--- src/rtl/dwb_pkg.sv ---
package dwb_pkg;
   typedef enum logic [2:0] {
      ST_IDLE,
      ST_READ,
      ST_WRITE,
      ST_WAITW,
      ST_DEAD
   } seq_st_e;
endpackage

--- src/rtl/dwb_req_gate.sv ---
module dwb_req_gate (
   input  logic clk,
   input  logic rst_n,
   input  logic req_n,
   input  logic open,
   input  logic take,
   output logic pend
);
   always_ff @(posedge clk or negedge rst_n) begin
      if (!rst_n)                pend <= 1'b0;
      else if (take)             pend <= 1'b0;
      else if (open && !req_n)   pend <= 1'b1;
   end
endmodule

--- src/rtl/dwb_tc.sv ---
module dwb_tc #(
   parameter int CW = 16
) (
   input  logic          clk,
   input  logic          rst_n,
   input  logic          ld,
   input  logic [CW-1:0] ld_val,
   input  logic          en_wr,
   input  logic          en_din,
   input  logic          dec,
   input  logic          fin,
   output logic          en,
   output logic          last,
   output logic          done
);
   localparam logic [CW-1:0] ONE = CW'(1);
   logic [CW-1:0] cnt_q;

   always_ff @(posedge clk or negedge rst_n) begin
      if (!rst_n)            cnt_q <= '0;
      else if (ld && !en)    cnt_q <= ld_val;
      else if (dec)          cnt_q <= cnt_q - ONE;
   end

   always_ff @(posedge clk or negedge rst_n) begin
      if (!rst_n)      en <= 1'b0;
      else if (fin)    en <= 1'b0;
      else if (en_wr)  en <= en_din && (cnt_q != '0);
   end

   always_ff @(posedge clk or negedge rst_n) begin
      if (!rst_n) done <= 1'b0;
      else        done <= fin;
   end

   assign last = (cnt_q == ONE);
endmodule

--- src/rtl/dwb_wbuf.sv ---
module dwb_wbuf #(
   parameter int AW = 16,
   parameter int DW = 16
) (
   input  logic          clk,
   input  logic          rst_n,
   input  logic          load,
   input  logic [AW-1:0] ld_addr,
   input  logic [DW-1:0] ld_data,
   input  logic          ld_last,
   input  logic          ack,
   output logic          valid,
   output logic [AW-1:0] addr,
   output logic [DW-1:0] data,
   output logic          last
);
   always_ff @(posedge clk or negedge rst_n) begin
      if (!rst_n) begin
         valid <= 1'b0;
         addr  <= '0;
         data  <= '0;
         last  <= 1'b0;
      end else if (load) begin
         valid <= 1'b1;
         addr  <= ld_addr;
         data  <= ld_data;
         last  <= ld_last;
      end else if (ack) begin
         valid <= 1'b0;
      end
   end
endmodule

--- src/rtl/dma_wbuf_seq.sv ---
module dma_wbuf_seq
   import dwb_pkg::*;
#(
   parameter int AW           = 16,
   parameter int DW           = 16,
   parameter int CW           = 16,
   parameter bit WBUF_PRESENT = 1'b1
) (
   input  logic          clk,
   input  logic          rst_n,
   input  logic          req_n,
   input  logic          cfg_cnt_wr,
   input  logic [CW-1:0] cfg_cnt,
   input  logic [AW-1:0] cfg_src,
   input  logic [AW-1:0] cfg_dst,
   input  logic          cfg_en_wr,
   input  logic          cfg_en,
   input  logic          wbuf_on,
   output logic          int_req,
   output logic [AW-1:0] int_addr,
   input  logic [DW-1:0] int_rdata,
   input  logic          int_ack,
   output logic          ext_req,
   output logic [AW-1:0] ext_addr,
   output logic [DW-1:0] ext_wdata,
   input  logic          ext_ack,
   output logic          tend_n,
   output logic          done,
   output logic          ch_en
);
   localparam logic [AW-1:0] ADDR_STEP = AW'(1);

   if (CW < 2 || AW < 1 || DW < 1) begin : g_bad_cfg
      $error("dma_wbuf_seq: CW must be at least 2, AW and DW at least 1");
   end

   seq_st_e       st_q, st_d;
   logic [AW-1:0] src_q, dst_q;
   logic [DW-1:0] rd_q;
   logic          mode_q;
   logic          pend, open, take, hand, fin, last;
   logic          wb_valid, wb_last, wb_load, wb_ack;
   logic [AW-1:0] wb_addr;
   logic [DW-1:0] wb_data;

   // buffer mode is fixed for the whole run once the channel is enabled
   if (WBUF_PRESENT) begin : g_wbuf_mode
      always_ff @(posedge clk or negedge rst_n) begin
         if (!rst_n)                         mode_q <= 1'b0;
         else if (cfg_en_wr && !ch_en)       mode_q <= wbuf_on;
      end
   end else begin : g_no_wbuf_mode
      logic unused_wbuf_on;
      assign unused_wbuf_on = wbuf_on;
      assign mode_q = 1'b0;
   end

   assign open = ch_en && (st_q == ST_IDLE) && !pend;
   assign take = ch_en && (st_q == ST_IDLE) && pend && (mode_q || !wb_valid);
   assign hand = (st_q == ST_WRITE) && !wb_valid;
   assign wb_load = hand && !ext_ack;
   assign wb_ack  = wb_valid && ext_ack;

   assign fin = (st_q == ST_DEAD)
              || (hand && !mode_q && ext_ack && last)
              || ((st_q == ST_WAITW) && wb_ack && wb_last);

   dwb_req_gate u_gate (
      .clk   (clk),
      .rst_n (rst_n),
      .req_n (req_n),
      .open  (open),
      .take  (take),
      .pend  (pend)
   );

   dwb_tc #(.CW(CW)) u_tc (
      .clk    (clk),
      .rst_n  (rst_n),
      .ld     (cfg_cnt_wr),
      .ld_val (cfg_cnt),
      .en_wr  (cfg_en_wr),
      .en_din (cfg_en),
      .dec    (hand),
      .fin    (fin),
      .en     (ch_en),
      .last   (last),
      .done   (done)
   );

   dwb_wbuf #(.AW(AW), .DW(DW)) u_wbuf (
      .clk     (clk),
      .rst_n   (rst_n),
      .load    (wb_load),
      .ld_addr (dst_q),
      .ld_data (rd_q),
      .ld_last (last),
      .ack     (wb_ack),
      .valid   (wb_valid),
      .addr    (wb_addr),
      .data    (wb_data),
      .last    (wb_last)
   );

   always_comb begin
      st_d = st_q;
      unique case (st_q)
         ST_IDLE:  if (take) st_d = ST_READ;
         ST_READ:  if (int_ack) st_d = ST_WRITE;
         ST_WRITE: if (hand) begin
                      if (mode_q)       st_d = last ? ST_DEAD : ST_IDLE;
                      else if (ext_ack) st_d = ST_IDLE;
                      else              st_d = ST_WAITW;
                   end
         ST_WAITW: if (wb_ack) st_d = ST_IDLE;
         ST_DEAD:  st_d = ST_IDLE;
         default:  st_d = ST_IDLE;
      endcase
   end

   always_ff @(posedge clk or negedge rst_n) begin
      if (!rst_n) begin
         st_q  <= ST_IDLE;
         src_q <= '0;
         dst_q <= '0;
         rd_q  <= '0;
      end else begin
         st_q <= st_d;
         if (cfg_cnt_wr && !ch_en) begin
            src_q <= cfg_src;
            dst_q <= cfg_dst;
         end else begin
            if ((st_q == ST_READ) && int_ack) begin
               rd_q  <= int_rdata;
               src_q <= src_q + ADDR_STEP;
            end
            if (hand) dst_q <= dst_q + ADDR_STEP;
         end
      end
   end

   assign int_req   = (st_q == ST_READ);
   assign int_addr  = src_q;
   assign ext_req   = wb_valid || (st_q == ST_WRITE);
   assign ext_addr  = wb_valid ? wb_addr : dst_q;
   assign ext_wdata = wb_valid ? wb_data : rd_q;

   always_comb begin
      if (mode_q) tend_n = !((st_q == ST_DEAD) && !wb_valid);
      else        tend_n = !((hand && last) || (wb_valid && wb_last));
   end
endmodule

--- config.mk ---
export PLATFORM = sky130hd
export DESIGN_NAME = dma_wbuf_seq
export DESIGN_NICKNAME = d
export VERILOG_FILES = /design/src/rtl/dwb_pkg.sv /design/src/rtl/dwb_req_gate.sv /design/src/rtl/dwb_tc.sv /design/src/rtl/dwb_wbuf.sv /design/src/rtl/dma_wbuf_seq.sv
export SDC_FILE = /design/constraint.sdc
export NUM_CORES = 1
export LEC_CHECK = 0
export BUFFER_PORTS_ARGS = -buffer_cell sky130_fd_sc_hd__buf_2
export CAP_MARGIN = 5
export CORE_MARGIN = 4
export CORE_UTILIZATION = 49
export CTS_BUF_LIST = sky130_fd_sc_hd__clkbuf_16
export DETAILED_ROUTE_END_ITERATION = 10
export PLACE_DENSITY = 0.84
export RECOVER_POWER = 25
export SLEW_MARGIN = 30
export SYNTH_ARGS = -nofsm -noshare
export SYNTH_HDL_FRONTEND = slang
export SYNTH_SLANG_ARGS = --single-unit
--- constraint.sdc ---
create_clock -name clk -period 2.2 [get_ports clk]
set_clock_uncertainty 0.2 [all_clocks]
set_input_delay 0.44 -clock clk [delete_from_list [all_inputs] [get_ports clk]]
set_output_delay 0.44 -clock clk [all_outputs]
set_load 0.02 [all_outputs]
# Word-level counts from Yosys, hierarchy flattened
# Index checks and enable logic that the tools add are counted.
# Widths: inputs -> output; s select.
[word_totals] output_inout_bits=53 elab_cells=91 ff_bits=105 in_bits=73
[op_classes] n_reduce_logical=42 bitwise=1 n_addsub=3 n_eq_ne=9 mux=23
[ops] cell="$mux 16" count=8
[ops] cell="$add 16x1->16 const B" count=2
[ops] cell="$logic_and 1x1->1" count=20
[ops] cell="$mux 3" count=6
[ops] cell="$eq 16x1->1 const B" count=1
[ops] cell="$reduce_bool 16->1" count=1
[ops] cell="$sub 16x1->16 const B" count=1
[ops] cell="$pmux 3 s4" count=1
[ops] cell="$reduce_bool 2->1" count=5
[ops] cell="$logic_not 1->1" count=8
[ops] cell="$mux 1" count=7
[ops] cell="$eq 3x2->1 const B" count=2
[ops] cell="$ne 2x2->1 const B" count=3
[ops] cell="$logic_or 1x1->1" count=5
[ops] cell="$reduce_and 4->1" count=1
[ops] cell="$eq 3x1->1 const B" count=1
[ops] cell="$eq 3x3->1 const B" count=1
[ops] cell="$logic_not 3->1" count=1
[ops] cell="$mux 2" count=1
[ops] cell="$ne 2x1->1 const B" count=1
[ops] cell="$reduce_and 2->1" count=1
[ops] cell="$not 1->1" count=1

# Depth between registers and ports, before layout
# Gate-level depths: netlist (run 1).
[logic_depth] word_depth=8 mapped_depth=6 depth_no_buf=6

# Hierarchy
# A second synthesis (run 1) with hierarchy kept.
[unflattened] cells_unflattened=514 area_unflattened_um2=5595.4
[by_module_without_submodules] mod="dma_wbuf_seq" area_per_inst_um2=3121.7 cells_per_inst=325 seq_area_each_um2=1301.2 n_inst=1
[by_module_without_submodules] mod="dwb_wbuf" area_per_inst_um2=1413.9 cells_per_inst=73 seq_area_each_um2=850.8 n_inst=1
[by_module_without_submodules] mod="dwb_tc" area_per_inst_um2=1016.0 cells_per_inst=112 seq_area_each_um2=450.4 n_inst=1
[by_module_without_submodules] mod="dwb_req_gate" area_per_inst_um2=43.8 cells_per_inst=4 seq_area_each_um2=25.0 n_inst=1

# Least setup slack after synthesis (run 1)
# OpenSTA, ideal clock, no wires.
[synth_path] path_kind="reg2out" startpoint="register u_wbuf.valid" endpoint="output ext_addr[10]" path_buffers=3 t_required_ps=1560 stages_incl_launch_ff=5 path_slack_ps=-56 arrival_ps=1616 path_cell_list="dfrtp_1 -> clkbuf_1 -> clkbuf_1 -> clkbuf_1 -> mux2_2"
[synth_via] elab_chain_cells=1
[synth_lines] item="start, declared" line_no="dwb_wbuf.sv:12" text="output logic valid,"
[synth_lines] item="start signal, assigned" line_no="dwb_wbuf.sv:19" text="valid <= 1'b0;"
[synth_lines] item="start signal, assigned" line_no="dwb_wbuf.sv:24" text="valid <= 1'b1;"
[synth_lines] item="start signal, assigned" line_no="dwb_wbuf.sv:29" text="valid <= 1'b0;"
[synth_lines] item="$mux 16" line_no="dma_wbuf_seq.sv:145" text="assign ext_addr = wb_valid ? wb_addr : dst_q;"
[synth_lines] item="end, declared" line_no="dma_wbuf_seq.sv:24" text="output logic [AW-1:0] ext_addr,"
# No other way between the ends.

# Worst setup path in the final report (run 1)
[layout_path] startpoint="register u_tc.cnt_q[12]" endpoint="output tend_n"
[layout_via] elab_chain_cells=5
[layout_lines] item="start, declared" line_no="dwb_tc.sv:17" text="logic [CW-1:0] cnt_q;"
[layout_lines] item="start signal, assigned" line_no="dwb_tc.sv:21" text="else if (ld && !en) cnt_q <= ld_val;"
[layout_lines] item="start signal, assigned" line_no="dwb_tc.sv:22" text="else if (dec) cnt_q <= cnt_q - ONE;"
[layout_lines] item="$eq 16x1->1" line_no="dwb_tc.sv:36" text="assign last = (cnt_q == ONE);"
[layout_lines] item="$logic_and 1x1->1" line_no="dma_wbuf_seq.sv:150" text="else tend_n = !((hand && last) || (wb_valid && wb_last));"
[layout_lines] item="$logic_or 1x1->1" line_no="dma_wbuf_seq.sv:150"
[layout_lines] item="$logic_not 1->1" line_no="dma_wbuf_seq.sv:150"
[layout_lines] item="$mux 1" line_no="dma_wbuf_seq.sv:149" text="if (mode_q) tend_n = !((st_q == ST_DEAD) && !wb_valid);"
[layout_lines] item="end, declared" line_no="dma_wbuf_seq.sv:27" text="output logic tend_n,"
# No other way between the ends.

==> metrics.txt, run 1 <==
count of TritonRoute iterations in the first routing pass 4; wire length of the first global-routing pass 22.8 mm; post-synthesis to final-layout area growth 37.1%; Total Wirelength 14.8 mm; detailed-route wire length per cell 18.0 um; hpwl dp between 9 and 10 mm; Post-Synth XOR/XNOR Area 4.37%; area share of fa/ha/maj cells after synthesis 0.925%; area after detailed placement ~6400 um^2; Net Count, Synth 590; post-synthesis average cell area 10.6 um^2; min cycle time layout 2.46 ns; Critical Path RT ~1.6 ns; mux contribution to synthesized area ~17%; nets@finish between 700 and 800; launching element of the worst setup path u_tc.cnt_q[12]; overall routing resource usage roughly 22%; Simple-Gate Fraction of Synth Area 18.0%; result of the run finished with violations; failing checks negative setup slack; CTS root buf sky130_fd_sc_hd__clkbuf_16; CP Capture Type output pin; highest routed metal layer met4; Synth area leaders sky130_fd_sc_hd__dfrtp_1 (49%), sky130_fd_sc_hd__mux2_2 (17%), sky130_fd_sc_hd__nand2_1 (3.9%), sky130_fd_sc_hd__o21ai_0 (3.4%), sky130_fd_sc_hd__xor2_1 (2.4%); setup violation total in the final timing report 10; top cells by count, synth sky130_fd_sc_hd__dfrtp_1 (105), sky130_fd_sc_hd__mux2_2 (81), sky130_fd_sc_hd__nand2_1 (56), sky130_fd_sc_hd__o21ai_0 (37), sky130_fd_sc_hd__nor2_1 (29); number of synthesized flops with an enable pin 0; Arrival @ worst endpoint between 1.5 and 2 ns; routed vias 4685; biggest area consumer among synthesized cells sky130_fd_sc_hd__dfrtp_1; setup ws final -0.255 ns; library cells used by synthesis 47; horizontal die dimension 113 um; Least-Margin Pin Slew 0.952 ns; class of the worst hold path primary input to register; maximum net fanout on the critical path 2; number of I/O pins 126; placement row count 38; number of buffers on the longest clock path 2; sequential cell fraction of total power 35.8%; setup repair after global routing missed its margin true; number of max-slew violations in the final report 0; worst-case register-to-register setup slack 0.03 ns; area of all placed cells without fillers 7420 um^2; dominant combinational cell family by area after synthesis simple AND/OR/NAND/NOR gates; global-route congestion overflow total 0; cell with the most instances after synthesis sky130_fd_sc_hd__dfrtp_1; IR Drop Worst-Case VDD 0.779 mV; Worst Hold Margin 0.0936 ns; initial antenna violation count 1; TritonCTS clock tree built; total met2 wirelength after detailed routing roughly 7.6 mm; detailed-route vias per instance 5.71; initial cell density of the core 49.9%; number of failing hold endpoints at the final stage 0; yosys synthesis warning count 0; cells after synthesis 513; maximum level of the CTS H-tree 3; TritonCTS sink count roughly 110; GPL Wtd Cong between 0.8 and 0.9; category of the most critical setup path register to output pin; Gate power share 44.4%; P per Cell Area 1230 nW/um^2; number of nets with antenna violations after detailed routing 0; achievable frequency 407 MHz; starting DRC count in detailed routing 317; reported net switching power 0.00320 W; ys async rst share 100%; Reg2Reg Depth 6; fraction of final layout cells sized beyond drive strength 1 43.7%; CTS Buf Count 9; Skew-Pair Late Insertion Delay 0.34 ns; die extent in y 113 um; maximum number of pins on one net before global-route repair 43; leakage power summed over all cells 3.29 nW; synthesis-stage register bit count 105; vias in the first global route 4762; sequential cell area fraction in the yosys report 48.5%; # Max-Cap Violations 0; share of the cycle needed by the critical path after routing 112%; clock-pin slew of the registers on the worst-case setup and hold paths 0.07 ns; CORE AREA roughly 11000 um^2; top-area cell type share of the netlist area 48.5%; startpoint kind of the worst setup timing path register; timing endpoint of the critical path tend_n; die footprint 12800 um^2; launching point of the worst reg2reg path u_wbuf.valid; worst flop-to-flop path endpoint u_tc.cnt_q[13]; power after layout 0.00914 W; Synth Area in Compound Gates 8.58%; Place WS -0.0155 ns; post-synthesis instance area roughly 5400 um^2; wire length the detailed router placed on met1 6.07 mm; met3 routed WL 780 um; Remaining DRCs 0; count of input and output buffers 125; switching share of power roughly a third; worst slew slack as a fraction of its limit 36.5%; clock share of power 19.8%; main flop type after synthesis sky130_fd_sc_hd__dfrtp_1; design internal power 0.00594 W
[placed cells by master, fill, tap and decap left out, drive strengths merged, types with 4 or more instances in the layout]
cell type,n
a31oi,14
and2,4
and3,6
buf,170
clkbuf,15
dfrtp,105
ha,4
inv,8
mux2,81
nand2,56
nand2b,4
nand3,15
nand3b,5
nand4,10
nand4b,5
nor2,29
nor2b,6
nor3,5
nor4,14
o21ai,37
o31ai,6
or3,11
or4,5
xnor2,12
xor2,15
[stage by stage]
| stage | util, % | std cells | setup TNS [ns] |
|---|---|---|---|
| floorplan | - | 513 | -1.31 |
| global placement | 59.3 | 786 | 0 |
| detailed placement | 59.3 | 786 | -0.0155 |
| CTS | 63.6 | 810 | -0.285 |
| global route | 68.5 | 820 | -3.10 |
| finish | 68.5 | 820 | -0.376 |
[layer usage]
metal / vias up / global-route usage, %
met2: 162 / 36.1
met4: 0 / 9.54
li1: 2181 / -
met3: 39 / 5.03
met5: - / 0
met1: 2303 / 27.8
[cell families (layout without fill, tap and decap cells)]
kind of cell | Yosys count | count (layout)
AND/OR/NAND/NOR | 184 | 184
flip-flops | 105 | 105
multiplexers | 83 | 83
AO/OA/AOI/OAI | 76 | 76
buffers and inverters | 34 | 200
XOR/XNOR | 27 | 27
adder cells (fa/ha/maj) | 4 | 4
other | 0 | 1
[registers in the layout, indices dropped and copies added, names as in the netlist, 3 cells and up]
| signal | cells |
|---|---|
| u_wbuf.data | 16 |
| int_addr | 16 |
| u_wbuf.addr | 16 |
| dst_q | 16 |
| rd_q | 16 |
| st_q | 3 |
| u_tc.cnt_q | 16 |
[worst min-delay path by stage]
stage | startpoint | end | slack [ns] | cells past startpoint
after floorplan | rst_n | dst_q[0] | -0.06 | 0
after global placement | rst_n | u_tc.cnt_q[7] | 0.24 | 1
after detailed placement | rst_n | u_tc.cnt_q[6] | 0.24 | 1
after CTS | req_n | u_gate.pend | 0.08 | 2
after global routing | req_n | u_gate.pend | 0.08 | 2
final | req_n | u_gate.pend | 0.09 | 2
[power groups by stage]
stage	logic [W]	clock network (W)	registers (W)
after floorplan	0.00210	0	0.00314
after global placement	0.00302	0	0.00316
after detailed placement	0.00312	0	0.00323
after CTS	0.00323	0.00183	0.00321
after global routing	0.00436	0.00192	0.00337
final	0.00406	0.00181	0.00327
[worst max-delay path: stages, from the launching register on]
cell and delay [ns]:
sky130_fd_sc_hd__dfrtp_1 0.38, sky130_fd_sc_hd__or4_4 0.56, sky130_fd_sc_hd__nor2_4 0.11, sky130_fd_sc_hd__and3_4 0.21, sky130_fd_sc_hd__o31ai_4 0.06, sky130_fd_sc_hd__buf_6 0.15
[final cells by class]
| class | instances | area (um^2) |
|---|---|---|
| tap | 140 | 175 |
| clock inverter | 7 | 110 |
| fill | 801 | 3420 |
| antenna | 1 | 2.50 |
| multi-input combinational | 374 | 2900 |
| sequential | 105 | 2630 |
| clock buffer | 9 | 225 |
| timing repair buffer | 177 | 1360 |
| inverter | 7 | 26.3 |
[repair_timing]
action                                 CTS  global route
setup endpoints to repair               34            48
gates resized for setup                 15           123
gates cloned                             0             3
pin swaps                                3            12
hold buffers                             1             0
setup buffers                            7             8
endpoints found under the hold margin   34             0
Power figures use the tool's default switching activity.
==> run 2, diff against run 1 <==
--- a/config.mk
+++ b/config.mk
@@ -12,7 +12,7 @@
 export CTS_BUF_LIST = sky130_fd_sc_hd__clkbuf_16
 export DETAILED_ROUTE_END_ITERATION = 10
 export PLACE_DENSITY = 0.84
-export RECOVER_POWER = 25
+export RECOVER_POWER = 50
 export SLEW_MARGIN = 30
 export SYNTH_ARGS = -nofsm -noshare
 export SYNTH_HDL_FRONTEND = slang
==> run 2 against run 1 <==
Effect of this change:
- the run still ends with negative setup slack left
- routed wire length is 0.24% higher
- register-to-register slack about the same
- total power about the same
- critical path depth unchanged
- non-clock buffer count is the same
- critical path type unchanged
- critical endpoint unchanged
==> metrics.txt, run 2 (same netlist as run 1, synthesis figures left out) <==
wire length of the first global-routing pass 22.8 mm (unchanged); Post-Layout Cell Count 820 (unchanged); Total Wirelength 14.8 mm (+0.24%); routed vias 4710 (+0.53%); leakage power summed over all cells 3.27 nW (-0.65%); number of nets with antenna violations after detailed routing 0 (unchanged); hpwl dp 9.64 mm (unchanged); horizontal die dimension 113 um (unchanged); detailed-route vias per instance 5.74 (+0.53%); maximum level of the CTS H-tree 3 (unchanged); CORE AREA 10800 um^2 (unchanged); # Max-Cap Violations 0 (unchanged); Skew-Pair Late Insertion Delay 0.34 ns (about the same); maximum net fanout on the critical path 2 (unchanged); count of TritonRoute iterations in the first routing pass 5 (+1); placement row count 38 (unchanged); failing checks negative setup slack; class of the worst hold path primary input to register; clock-pin slew of the registers on the worst-case setup and hold paths 0.07 ns (about the same); achievable frequency 408 MHz (about the same); initial cell density of the core 49.9% (unchanged); Remaining DRCs 0 (unchanged); result of the run finished with violations; overall routing resource usage 21.9% (unchanged); Sequential Area 2630 um^2 (about the same); initial antenna violation count 1 (unchanged); worst slew slack as a fraction of its limit 39.0% (+2.5 points); category of the most critical setup path register to output pin; detailed-route wire length per cell 18.1 um (+0.24%); GPL Wtd Cong 0.840 (unchanged); sequence of cells on the critical path or4_4 -> nor2_4 -> and3_4 -> o31ai_4 -> buf_6; P per Cell Area 1230 nW/um^2 (+0.16%); TritonCTS clock tree built; starting DRC count in detailed routing 314 (-0.95%); die footprint 12800 um^2 (unchanged); Place WS -0.0155 ns (unchanged); Least-Margin Pin Slew 0.915 ns (-0.0372 ns); startpoint kind of the worst setup timing path register; maximum number of pins on one net before global-route repair 43 (unchanged); share of the cycle needed by the critical path after routing 112% (about the same); die extent in y 113 um (unchanged); Critical Path RT 1.56 ns (about the same); placed cell count 786 (unchanged); CP Capture Type output pin; Arrival @ worst endpoint 1.81 ns (about the same); number of fill cells in the layout 806 (+0.62%); count of input and output buffers 125 (unchanged); setup violation total in the final timing report 16 (+6); TritonCTS sink count 105 (unchanged); number of I/O pins 126 (unchanged); most common cell after layout, fill and taps aside sky130_fd_sc_hd__dfrtp_1; multi-input gate area in the final layout 2900 um^2 (unchanged); nets@finish 751 (unchanged); number of failing hold endpoints at the final stage 0 (unchanged); setup ws final -0.254 ns (+0.00149 ns); number of buffers on the longest clock path 2 (unchanged); biggest cell delay along the critical path 0.56 ns (about the same); Worst Hold Margin 0.0929 ns (-0.000706 ns); global-route congestion overflow total 0 (unchanged); CTS Buf Count 9 (unchanged); post-synthesis to final-layout area growth 36.8%; fraction of final layout cells sized beyond drive strength 1 42.6% (-1.2 points); vias in the first global route 4762 (unchanged); slowest library cell on the worst path sky130_fd_sc_hd__or4_4; IR Drop Worst-Case VDD 0.779 mV (about the same); setup repair after global routing missed its margin true; number of max-slew violations in the final report 0 (unchanged); min cycle time layout 2.45 ns (-0.00149 ns); CTS root buf sky130_fd_sc_hd__clkbuf_16; Layout Utilization 68.3% (-0.17 points); leading cell types in the layout, fill and taps excluded sky130_fd_sc_hd__dfrtp_1 (103), sky130_fd_sc_hd__buf_2 (82), sky130_fd_sc_hd__nand2_1 (56), sky130_fd_sc_hd__mux2_2 (50), sky130_fd_sc_hd__buf_4 (40)
==> run 2: cell type report <==
type	instances	area share, %
multi-input cells	374	39.1
flip-flops and latches	105	35.5
repair buffers	177	18.1
clock buffers	9	3.04
well taps	140	2.37
clock inverters	7	1.49
inverters	7	0.355
diodes	1	0.0338
==> run 2: through the flow <==
stage / total power (W) / area [um^2] / TNS (ns)
after CTS: 0.00827 / 6890 / -0.285
after detailed placement: 0.00636 / 6430 / -0.0155
after global routing: 0.00964 / 7400 / -2.53
final: 0.00913 / 7400 / -0.410
after global placement: 0.00618 / 6430 / 0
after floorplan: 0.00524 / 5420 / -1.31
==> run 2: worst max-delay path: cells and delay by family, from the launching register on <==
kind	cells	cell delay (ns)
compound gates	1	0.06
flops	1	0.38
simple gates	3	0.88
buf+inv	1	0.15
==> run 2: what timing repair did <==
| item | in CTS | in global routing |
|---|---|---|
| hold endpoints to repair | 34 | 0 |
| hold buffers | 1 | 0 |
| setup endpoints to repair | 34 | 48 |
| setup buffers | 7 | 8 |
| pin swaps | 3 | 12 |
| gates resized for setup | 15 | 123 |
| cloned | 0 | 3 |
==> run 2: power breakdown <==
group / total [W] / switching (W) / internal (W)
Clock: 0.00181 / 0.000709 / 0.00110
Combinational: 0.00405 / 0.00185 / 0.00220
Sequential: 0.00327 / 0.000650 / 0.00262
==> run 2: per-layer routing <==
metal | track usage, % | vias up | part of all wire (%)
li1 | - | 2183 | -
met1 | 27.8 | 2312 | 41
met2 | 36.1 | 175 | 51
met3 | 5.03 | 40 | 5.7
met4 | 9.54 | 0 | 2.6
met5 | 0 | - | 0
==> run 2: final timing paths <==
check | startpoint | to | slack (ns) | cells after the start
worst max-delay path | u_tc.cnt_q[12] | tend_n | -0.25 | 5
worst min-delay path | req_n | u_gate.pend | 0.09 | 2
worst max register to register | u_wbuf.valid | u_tc.cnt_q[13] | 0.03 | 6
worst min register to register | u_gate.pend | u_gate.pend | 0.31 | 1
max in group asynchronous | rst_n | u_wbuf.data[0] | 0.23 | 3
min in group asynchronous | rst_n | mode_q | 0.56 | 2
